$ cat src/rtl/ptw_pkg.sv
package ptw_pkg;
   localparam int OFS_W   = 12;
   localparam int IDX_W   = 9;
   localparam int DESC_W  = 64;
   localparam int MAX_LVL = 4;

   typedef enum logic [1:0] {
      ST_IDLE  = 2'd0,
      ST_ISSUE = 2'd1,
      ST_WAIT  = 2'd2
   } walk_st_e;

   typedef logic [1:0] lvl_t;

   function automatic int levels_for(input int va_w);
      return (va_w - OFS_W + IDX_W - 1) / IDX_W;
   endfunction
endpackage

$ cat src/rtl/ptw_index_sel.sv
module ptw_index_sel #(
   parameter int VA_W = 39
) (
   input  logic [VA_W-1:0]              va,
   input  ptw_pkg::lvl_t                lvl,
   output logic [ptw_pkg::IDX_W-1:0]    idx
);
   import ptw_pkg::*;

   logic [IDX_W-1:0] idx_by_lvl [MAX_LVL];

   for (genvar l = 0; l < MAX_LVL; l++) begin : g_lvl
      localparam int LO = OFS_W + IDX_W * (MAX_LVL - 1 - l);
      if (LO >= VA_W) begin : g_absent
         assign idx_by_lvl[l] = '0;
      end else if (LO + IDX_W <= VA_W) begin : g_full
         assign idx_by_lvl[l] = va[LO +: IDX_W];
      end else begin : g_narrow
         localparam int NW = VA_W - LO;
         assign idx_by_lvl[l] = {{(IDX_W-NW){1'b0}}, va[VA_W-1:LO]};
      end
   end

   assign idx = idx_by_lvl[lvl];
endmodule

$ cat src/rtl/ptw_desc_dec.sv
module ptw_desc_dec #(
   parameter int PA_W = 48
) (
   input  logic [ptw_pkg::DESC_W-1:0] desc,
   output logic                       desc_ok,
   output logic [PA_W-1:0]            next_base
);
   import ptw_pkg::*;

   assign desc_ok   = desc[0] & desc[1];
   assign next_base = {desc[PA_W-1:OFS_W], {OFS_W{1'b0}}};
endmodule

$ cat src/rtl/pt_walker.sv
module pt_walker #(
   parameter int VA_W = 39,
   parameter int PA_W = 48
) (
   input  logic                       clk,
   input  logic                       rst_n,
   input  logic                       req_valid,
   input  logic [VA_W-1:0]            req_va,
   output logic                       req_ready,
   input  logic [PA_W-1:0]            root_base,
   output logic                       mem_req_valid,
   output logic [PA_W-1:0]            mem_req_addr,
   input  logic                       mem_req_ready,
   input  logic                       mem_rsp_valid,
   input  logic [ptw_pkg::DESC_W-1:0] mem_rsp_data,
   output logic                       done,
   output logic                       fault,
   output logic [1:0]                 fault_level,
   output logic [PA_W-1:0]            pa
);
   import ptw_pkg::*;

   localparam int   NUM_LVL   = levels_for(VA_W);
   localparam int   START_LVL = MAX_LVL - NUM_LVL;
   localparam lvl_t LAST_LVL  = lvl_t'(MAX_LVL - 1);

   if (VA_W < OFS_W + IDX_W || VA_W > OFS_W + IDX_W * MAX_LVL) begin : g_bad_va
      $error("pt_walker: VA_W out of supported range");
   end
   if (PA_W <= OFS_W || PA_W > DESC_W - OFS_W) begin : g_bad_pa
      $error("pt_walker: PA_W out of supported range");
   end

   walk_st_e         st_q;
   lvl_t             lvl_q;
   logic [VA_W-1:0]  va_q;
   logic [PA_W-1:0]  base_q;
   logic             done_q;
   logic             fault_q;
   lvl_t             flvl_q;
   logic [PA_W-1:0]  pa_q;

   logic [IDX_W-1:0] cur_idx;
   logic             desc_ok;
   logic [PA_W-1:0]  next_base;

   ptw_index_sel #(.VA_W(VA_W)) u_idx (
      .va  (va_q),
      .lvl (lvl_q),
      .idx (cur_idx)
   );

   ptw_desc_dec #(.PA_W(PA_W)) u_dec (
      .desc      (mem_rsp_data),
      .desc_ok   (desc_ok),
      .next_base (next_base)
   );

   always_ff @(posedge clk or negedge rst_n) begin
      if (!rst_n) begin
         st_q    <= ST_IDLE;
         lvl_q   <= '0;
         va_q    <= '0;
         base_q  <= '0;
         done_q  <= 1'b0;
         fault_q <= 1'b0;
         flvl_q  <= '0;
         pa_q    <= '0;
      end else begin
         done_q <= 1'b0;
         unique case (st_q)
            ST_IDLE: begin
               if (req_valid) begin
                  va_q   <= req_va;
                  base_q <= {root_base[PA_W-1:OFS_W], {OFS_W{1'b0}}};
                  lvl_q  <= lvl_t'(START_LVL);
                  st_q   <= ST_ISSUE;
               end
            end
            ST_ISSUE: begin
               if (mem_req_ready) st_q <= ST_WAIT;
            end
            ST_WAIT: begin
               if (mem_rsp_valid) begin
                  if (!desc_ok) begin
                     done_q  <= 1'b1;
                     fault_q <= 1'b1;
                     flvl_q  <= lvl_q;
                     pa_q    <= '0;
                     st_q    <= ST_IDLE;
                  end else if (lvl_q == LAST_LVL) begin
                     done_q  <= 1'b1;
                     fault_q <= 1'b0;
                     flvl_q  <= '0;
                     pa_q    <= {next_base[PA_W-1:OFS_W], va_q[OFS_W-1:0]};
                     st_q    <= ST_IDLE;
                  end else begin
                     base_q  <= next_base;
                     lvl_q   <= lvl_q + lvl_t'(1);
                     st_q    <= ST_ISSUE;
                  end
               end
            end
            default: st_q <= ST_IDLE;
         endcase
      end
   end

   assign req_ready     = (st_q == ST_IDLE);
   assign mem_req_valid = (st_q == ST_ISSUE);
   assign mem_req_addr  = base_q + PA_W'({cur_idx, 3'b000});
   assign done          = done_q;
   assign fault         = fault_q;
   assign fault_level   = flvl_q;
   assign pa            = pa_q;
endmodule

$ cat config.mk
export PLATFORM = sky130hd
export DESIGN_NAME = pt_walker
export DESIGN_NICKNAME = d
export VERILOG_FILES = /design/src/rtl/ptw_pkg.sv /design/src/rtl/ptw_index_sel.sv /design/src/rtl/ptw_desc_dec.sv /design/src/rtl/pt_walker.sv
export SDC_FILE = /design/constraint.sdc
export NUM_CORES = 1
export LEC_CHECK = 0
export BUFFER_PORTS_ARGS = -buffer_cell sky130_fd_sc_hd__buf_2
export CORE_ASPECT_RATIO = 1.4
export CORE_MARGIN = 4
export CORE_UTILIZATION = 46
export CTS_BUF_LIST = sky130_fd_sc_hd__clkbuf_16
export CTS_CLUSTER_DIAMETER = 120
export DETAILED_ROUTE_END_ITERATION = 16
export MAX_ROUTING_LAYER = met4
export PLACE_DENSITY = 0.77
export SLEW_MARGIN = 25
export SYNTH_ARGS = -nofsm -noshare
export SYNTH_HDL_FRONTEND = slang
export SYNTH_HIERARCHICAL = 1
export SYNTH_SLANG_ARGS = --single-unit
$ cat constraint.sdc
create_clock -name clk -period 3.3 [get_ports clk]
set_input_delay 0.825 -clock clk [delete_from_list [all_inputs] [get_ports clk]]
set_output_delay 0.825 -clock clk [all_outputs]
set_load 0.02 [all_outputs]
==> results.ini, run 1 <==
[clock_tree]
clock_latency_ns = 0.41
clock-sinks = 143
cts_root_buffer = clkbuf_16
cts_tree = yes
cts.clk_slew.worst_paths_ns = 0.07
cts_buffer_depth = 2
cts_max_level = 4
cts_buffers = 17

[drt]
drc_errors = 0
ant_nets = 0
post_drt_wl_per_cell_um = 16.7
vias = 6598
drt-total-wl_mm = 21.2
first_pass_iters = 4
vias_per_cell = 5.19
drt_iter0_markers = 447

[run_status]
failed_checks = setup timing
outcome = finished with violations

[sta]
relSlewSlack = 0.498
clock_skew_ns = 0.00953
tightest_slew_ns = 0.753
slew_violations = 0
hold_violations = 0
rsz0062_at_grt = yes
fin_ws_ns = -0.864
fmax_ghz = 0.240
post-route-min-period_ns = 4.16
min_period_over_period = 1.26
setup_viol = 43

[placement]
hpwlAfterDp_mm = 14.5
gp_congestion = 0.862
port-buffer-count = 219

[synth]
synth_area_leaders = dfrtp_1, nand2_1, buf_4
yosys_warnings = 6
netlist_area_um2 = 7600
synth_cell_types = 52
seq_area_frac_synth = 0.471
ys_ff_latch = 143
avgSynthCellArea_um2 = 8.84
yosysTopAreaCellShare = 0.471
synthCells = 859
synth_edf_count = 0
yosys.area.top_type = dfrtp_1
synthFlopType = dfrtp_1
async_flop_share = 1.00

[grt]
grt_pass1_wl_mm = 33.2
overflow = 0
grt_pass1_vias = 6777
grt_max_degree = 104
antenna_found_initial = 0
track_usage = 0.231

[power_and_ir_drop]
p_per_area_nw_per_um2 = 934
switching_share = 0.423
power.switching_w = 0.00406
total_power_w = 0.00958
leakage_nw = 5.01
comb_power_share = 0.480
vdd_drop_max_mv = 0.658
pwr-share-clk = 0.197
pwr-share-seq = 0.323
power.internal_w = 0.00553

[setup_path]
critPathLaunch = lvl_q[1]
worst_r2r_path_depth = 8
slowest_delay_ns = 0.44
crit_top_cell = buf_6
worstSetupEndpointType = primary output
r2r_start = lvl_q[0]
required_ns = 2.47
critPathMaxFanout = 6
cp_slowest_cell = or3b_4
crit_chain = buf_6 -> mux2_4 -> a22o_1 -> ha_4 -> o211ai_1 -> or3b_4 -> a211oi_4 -> and4b_1 -> xor2_2 -> buf_6
rrSetupSlack_ns = 1.04
r2r_end = base_q[23]
cp-start-kind = register
crit_type = register to primary output
critPathArrivalTime_ns = 3.34

[final_layout]
drive_above_1_share = 0.369
filler_cell_count = 1298
final_common_cell = nand2_1
antenna_cells = 0
layout_common_cells = nand2_1, buf_2, dfrtp_1
final_nets = 1226
fin_util = 0.634
syn2layout_area_growth_pct = 35.0

[floorplanning]
rows = 55
die-area_um2 = 18700
chipWidth_um = 117
die_h_um = 160
start_util = 0.470
ios = 258
core_um2 = 16200

[run]
drv_cap = 0

[worst_hold_path]
holdCritPathClass = input pin to async pin

flip-flops by register name (all words and copies together) (netlist names):
signal and cells:
base_q 48, pa 48, va_q 39, lvl_q 2, done 1, st_q 2, fault 1, fault_level 2
cell type report:
type                       count  area, um2  share of cell area
tap                          199        249              0.0243
multi-input combinational    622       4090               0.399
timing repair buffer         270       1750               0.170
sequential                   143       3580               0.349
clock buffer                  17        425              0.0415
inverter                       5       18.8             0.00183
clock inverter                15        148              0.0144
worst max-delay path: cells and delay by family, from the launching register on:
family,cells,cell delay [ns]
xor gates and xnor gates,1,0.18
AOI/OAI and AO/OA,3,0.71
DFF,1,0.41
muxes,1,0.31
adders and majority gates,1,0.28
buffers and inverters,2,0.31
and+or+nand+nor,2,0.73
repair_timing:
action,4_1_cts,5_1_grt
buffers inserted,6,2
gates resized for setup,88,29
hold endpoints to repair,0,0
endpoints found under the setup margin,42,43
pin swaps,27,15
hold buffers,0,0
gates cloned,1,1
stage by stage:
step	cells	TNS, ns	setup slack [ns]	hold slack [ns]	cell area [um2]
after floorplan	870	-2.04	-0.225	0.440	7950
after global placement	1228	-14.32	-0.568	0.453	9050
after detailed placement	1228	-13.95	-0.567	0.459	9050
after CTS	1267	-28.89	-0.851	0.425	10000
after global routing	1271	-34.71	-0.962	0.433	10300
final	1271	-29.88	-0.864	0.400	10300
logic make-up after synthesis:
logic type | share of synthesized area
adder cells (fa/ha/maj) | 0.0191
other | 0.000494
AND/OR/NAND/NOR | 0.201
AO/OA/AOI/OAI | 0.116
multiplexers | 0.0626
flip-flops | 0.471
buffers and inverters | 0.0815
XOR/XNOR | 0.0473
power groups by stage:
stage / sequential [W] / clock, W / combinational [W]
3_5_place_dp: 0.00308 / 0 / 0.00405
3_3_place_gp: 0.00303 / 0 / 0.00398
2_1_floorplan: 0.00321 / 0 / 0.00259
4_1_cts: 0.00307 / 0.00192 / 0.00441
6_report: 0.00310 / 0.00189 / 0.00460
5_1_grt: 0.00319 / 0.00200 / 0.00500
Yosys cell counts (10+ instances only):
master and instances:
mux2i_1 37, clkbuf_1 34, buf_4 53, buf_2 12, a21oi_1 43, and3_1 10
a22o_1 10, nand2_1 256, nor2_1 47, xnor2_1 34, nand3_1 13, dfrtp_1 143
o21ai_0 66, ha_1 10
worst max-delay path by stage:
| stage | to | cells after the start |
|---|---|---|
| final | mem_req_addr[45] | 10 |
| after global routing | mem_req_addr[33] | 11 |
| after CTS | mem_req_addr[45] | 10 |
| after detailed placement | mem_req_addr[45] | 10 |
| after global placement | mem_req_addr[45] | 10 |
| after floorplan | mem_req_addr[45] | 10 |
metal layers:
layer,GRT usage,share of wire
met3,0.0364,0.050
met2,0.409,0.54
met4,0.0876,0.027
met5,-,0
met1,0.257,0.38
Power figures use the tool's default switching activity.
==> run 2, diff against run 1 <==
- TNS_END_PERCENT: unset -> 50
==> run 2 against run 1 <==
  * The flow still finishes with violations (setup timing)
  * Final area shrank 3.7%
  * Critical path depth is the same
  * Critical endpoint unchanged
  * Largest cell class unchanged
  * Highest routed layer unchanged
  * Sequential cell count is the same
  * Die area is the same
  * Via count shrank 2.3%
  * First-iteration DRC count shrank 7.4%
  * Total power shrank 1.3%
  * Register-to-register slack is essentially flat
  * Sequential share of layout area grew 1.3 points
  * Clock skew shrank 0.0021 ns
==> results.ini, run 2 (synthesis gave the netlist of run 1 again) <==
[run_status]
outcome = finished with violations
failed_checks = setup timing

[grt]
grt_pass1_wl_mm = 32.2
antenna_found_initial = 0
grt_pass1_vias = 6521
track_usage = 0.225
overflow = 0
grt_max_degree = 104

[setup_path]
critPathMaxFanout = 9
critPathArrivalTime_ns = 3.28
r2r_start = lvl_q[0]
rrSetupSlack_ns = 1.03
cp_slowest_cell = or3b_4
critPathLaunch = lvl_q[1]
required_ns = 2.47
path_buf_inv = 2
worst_r2r_path_depth = 5
endpoint = mem_req_addr[45]
r2r_end = pa[29]
critical-path-top-delay-family = simple AND/OR/NAND/NOR gates
crit_type = register to primary output
crit_chain = buf_6 -> mux2_4 -> a22o_1 -> ha_4 -> and3_4 -> or3b_4 -> a211oi_4 -> and4b_1 -> xor2_2 -> buf_6
cp-start-kind = register
worstSetupEndpointType = primary output
slowest_delay_ns = 0.44
crit_top_cell = buf_6
crit_cells = 10

[clock_tree]
cts_buffer_depth = 2
cts_max_level = 4
clock-sinks = 143
cts_tree = yes
cts_root_buffer = clkbuf_16
cts_hold_buf = 0
cts.clk_slew.worst_paths_ns = 0.07
cts_buffers = 17
clock_latency_ns = 0.42

[sta]
hold_violations = 0
fin_ws_ns = -0.802
slew_violations = 0
relSlewSlack = 0.339
fin_setup_tns_ns = -26.15
setup_viol = 43
finalHoldWorstSlack_ns = 0.436
post-route-min-period_ns = 4.10
fmax_ghz = 0.244
clock_skew_ns = 0.00740
min_period_over_period = 1.24
rsz0062_at_grt = yes
tightest_slew_ns = 0.992

[power_and_ir_drop]
p_per_area_nw_per_um2 = 958
leakage_nw = 4.83
vdd_drop_max_mv = 0.728

[floorplanning]
rows = 55
chipWidth_um = 117
die_h_um = 160
core_um2 = 16200
start_util = 0.470
die-area_um2 = 18700
ios = 258

[final_layout]
drive_above_1_share = 0.335
layout_common_cells = nand2_1, buf_2, dfrtp_1
antenna_cells = 0
final_nets = 1210
fin_util = 0.611
syn2layout_area_growth_pct = 30.0
final_common_cell = nand2_1
layoutNonFillerInstCount = 1255

[drt]
drc_errors = 0
ant_nets = 0
vias = 6443
drt-total-wl_mm = 20.5
first_pass_iters = 7
post_drt_wl_per_cell_um = 16.4
drt_iter0_markers = 414
vias_per_cell = 5.13

[placement]
placedCellCount = 1221
dp_slack_ns = -0.429
port-buffer-count = 219
gp_congestion = 0.866
hpwlAfterDp_mm = 14.7

[run]
drv_cap = 0

[worst_hold_path]
holdCritPathClass = input pin to async pin

## run 2: cell types whose count changed in the layout (fill, tap and decap cells not counted), moves of 4 or more
cell       delta
xnor2_1       +9
buf_6         -4
o2111ai_2     -5
buf_4         -9
o2111ai_1     +8
xnor2_2       -9
## run 2: final cells by class
class	count	area (um2)
Fill cell	1373	6290
Multi-Input combinational cell	622	3850
Sequential cell	143	3580
Timing Repair Buffer	254	1560
Clock buffer	17	425
Tap cell	199	249
Clock inverter	15	196
Inverter	5	18.8
## run 2: report_power, final
group	switching [W]	leakage [nW]	internal, W
Clock	0.000859	0.304	0.00116
Sequential	0.000590	1.79	0.00245
Combinational	0.00252	2.73	0.00188
Total	0.00397	4.83	0.00549
## run 2: worst reg2reg max path, delay by kind of cell (launching register included)
kind	cells	cell delay, ns
buffers and inverters	1	0.22
AO/OA/AOI/OAI	1	0.31
adder cells (fa/ha/maj)	1	0.20
flip-flops	1	0.44
AND/OR/NAND/NOR	2	0.94
## run 2: per-layer routing
layer,GRT usage,up-vias,routed length [um]
li1,-,3173,-
met1,0.258,3005,7890
met2,0.377,210,10700
met3,0.0345,55,1040
met4,0.112,0,892
met5,-,-,0
## run 2: worst min path at each step
stage	start	to	slack (ns)	cells past startpoint
4_1_cts	rst_n	pa[18]	0.46	1
2_1_floorplan	va_q[12]	va_q[12]	0.44	2
3_3_place_gp	va_q[16]	va_q[16]	0.45	2
3_5_place_dp	va_q[14]	va_q[14]	0.46	2
5_1_grt	va_q[14]	va_q[14]	0.49	2
6_report	rst_n	pa[18]	0.44	1
## run 2: repair_timing
action,CTS,global route
endpoints found under the setup margin,43,43
setup buffers,2,0
gates cloned,0,1
gates resized for setup,71,20
pin swaps,18,6
## run 2: stage by stage
step	power (W)	area, um2
final	0.00946	9880
after detailed placement	0.00705	8900
after global routing	0.0101	9880
after CTS	0.00944	9780
after floorplan	0.00572	7860
after global placement	0.00693	8900
==> run 3, diff against run 2 <==
- CORE_UTILIZATION: 46 -> 55
- PLACE_DENSITY: 0.77 -> 0.86
- clock period: 3.3 -> 5 ns (I/O delays scaled with it)
==> run 3 against run 2 <==
  * The run now ends clean
  * Clock skew hardly changed
  * Sequential cell count is the same
  * Clock-buffer cell count unchanged
  * Via count down 0.81%
  * Critical path depth stayed put
  * Sequential power decreased by 34%
  * Combinational power is 45% lower
  * Die area is 15% lower
  * Critical endpoint is now mem_req_addr[29]
  * Highest routed layer unchanged
==> results.ini, run 3 (synthesis gave the netlist of run 1 again) <==
[sta]
min_period_over_period = 0.975
slew_violations = 0
relSlewSlack = 0.373
tightest_slew_ns = 0.941
fin_setup_tns_ns = 0
finalHoldWorstSlack_ns = 0.472
setup_viol = 0
rsz0062_at_grt = no
post-route-min-period_ns = 4.87
clock_skew_ns = 0.00776
hold_violations = 0
fmax_ghz = 0.205

[floorplanning]
chipWidth_um = 107
core_um2 = 13500
die_h_um = 147
rows = 50
die-area_um2 = 15800
ios = 258
start_util = 0.565

[run]
drv_cap = 0

[grt]
antenna_found_initial = 2
grt_pass1_wl_mm = 30.9
overflow = 0
track_usage = 0.253
grt_max_degree = 104
grt_pass1_vias = 6248

[clock_tree]
cts_tree = yes
cts_root_buffer = clkbuf_16
clock-sinks = 143
cts.clk_slew.worst_paths_ns = 0.06
cts_buffers = 17
cts_max_level = 4
clock_latency_ns = 0.41
cts_resized = 1
cts_buffer_depth = 2
cts_hold_buf = 0
cts_setup_buffers = 0

[setup_path]
rrSetupSlack_ns = 2.18
r2r_start = lvl_q[0]
required_ns = 3.75
r2r_end = base_q[31]
cp-start-kind = register
critPathMaxFanout = 12
critPathArrivalTime_ns = 3.62
worst_r2r_path_depth = 7
worstSetupEndpointType = primary output
crit_type = register to primary output

[drt]
vias_per_cell = 5.26
ant_nets = 0
post_drt_wl_per_cell_um = 15.9
drt-total-wl_mm = 19.3
drc_errors = 0
vias = 6391
first_pass_iters = 5
drt_iter0_markers = 329

[final_layout]
layout_common_cells = nand2_1, buf_2, dfrtp_1
final_nets = 1184
final_common_cell = nand2_1
filler_cell_count = 1099
syn2layout_area_growth_pct = 19.2
drive_above_1_share = 0.277

[placement]
hpwlAfterDp_mm = 13.8
gp_congestion = 0.888
port-buffer-count = 219

[power_and_ir_drop]
p_per_area_nw_per_um2 = 628
vdd_drop_max_mv = 0.358
total_power_w = 0.00569
leakage_nw = 4.49

[run_status]
outcome = finished, final reports clean

[worst_hold_path]
hp-start = pa[13]
whs_path_depth = 2
min_to = pa[13]
holdCritPathClass = register to register

[run 3: cell types whose count changed in the layout (fill, tap and decap cells not counted), sizes merged]
cell,before,now
clkinv,3,2
clkinvlp,1,2
bufinv,2,1
inv,14,15
buf,254,229
nor2b,6,5
diode,0,2
[run 3: critical path, stage by stage (launching register included)]
cell	delay [ns]
dfrtp_2	0.51
nor2b_1	0.17
buf_4	0.17
a22o_1	0.23
ha_1	0.37
a21o_2	0.26
a221oi_2	0.52
nand2_1	0.35
and3_1	0.29
xor2_1	0.15
buf_2	0.19
[run 3: worst max-delay path by stage]
stage | from | end | slack (ns) | cells after the start
final | lvl_q[1] | mem_req_addr[29] | 0.13 | 10
after global routing | lvl_q[1] | mem_req_addr[29] | 0.01 | 10
after CTS | lvl_q[1] | mem_req_addr[29] | 0.07 | 10
after detailed placement | lvl_q[1] | mem_req_addr[29] | 0.39 | 10
after global placement | lvl_q[1] | mem_req_addr[29] | 0.50 | 10
after floorplan | lvl_q[1] | mem_req_addr[45] | 0.86 | 10
[run 3: cell type report]
| class | instances | area, um2 | area share |
|---|---|---|---|
| flip-flops and latches | 143 | 3580 | 0.396 |
| multi-input cells | 621 | 3460 | 0.382 |
| clock buffers | 17 | 425 | 0.0470 |
| repair buffers | 229 | 1180 | 0.130 |
| inverters | 5 | 18.8 | 0.00207 |
| well taps | 182 | 228 | 0.0252 |
| clock inverters | 15 | 161 | 0.0178 |
| diodes | 2 | 5.00 | 0.000553 |
[run 3: through the flow]
step / util / setup WS [ns] / instances / cell area, um2
after global placement: 0.628 / 0.496 / 1180 / 8450
after floorplan: - / 0.862 / 870 / 7640
final: 0.673 / 0.127 / 1214 / 9050
after global routing: 0.673 / 0.00990 / 1214 / 9050
after detailed placement: 0.628 / 0.386 / 1180 / 8450
after CTS: 0.672 / 0.0662 / 1212 / 9040
[run 3: layer usage]
metal | vias up | global-route usage | part of all wire
met2 | 236 | 0.416 | 0.51
li1 | 3121 | - | -
met4 | 0 | 0.105 | 0.034
met1 | 2986 | 0.307 | 0.40
met3 | 48 | 0.0453 | 0.057
met5 | - | - | 0
[run 3: power by group]
| group | internal (W) | leakage [nW] | switching, W |
|---|---|---|---|
| clock | 0.000709 | 0.285 | 0.000540 |
| sequential | 0.00162 | 1.79 | 0.000379 |
| combinational | 0.000906 | 2.42 | 0.00153 |
| total | 0.00323 | 4.49 | 0.00245 |
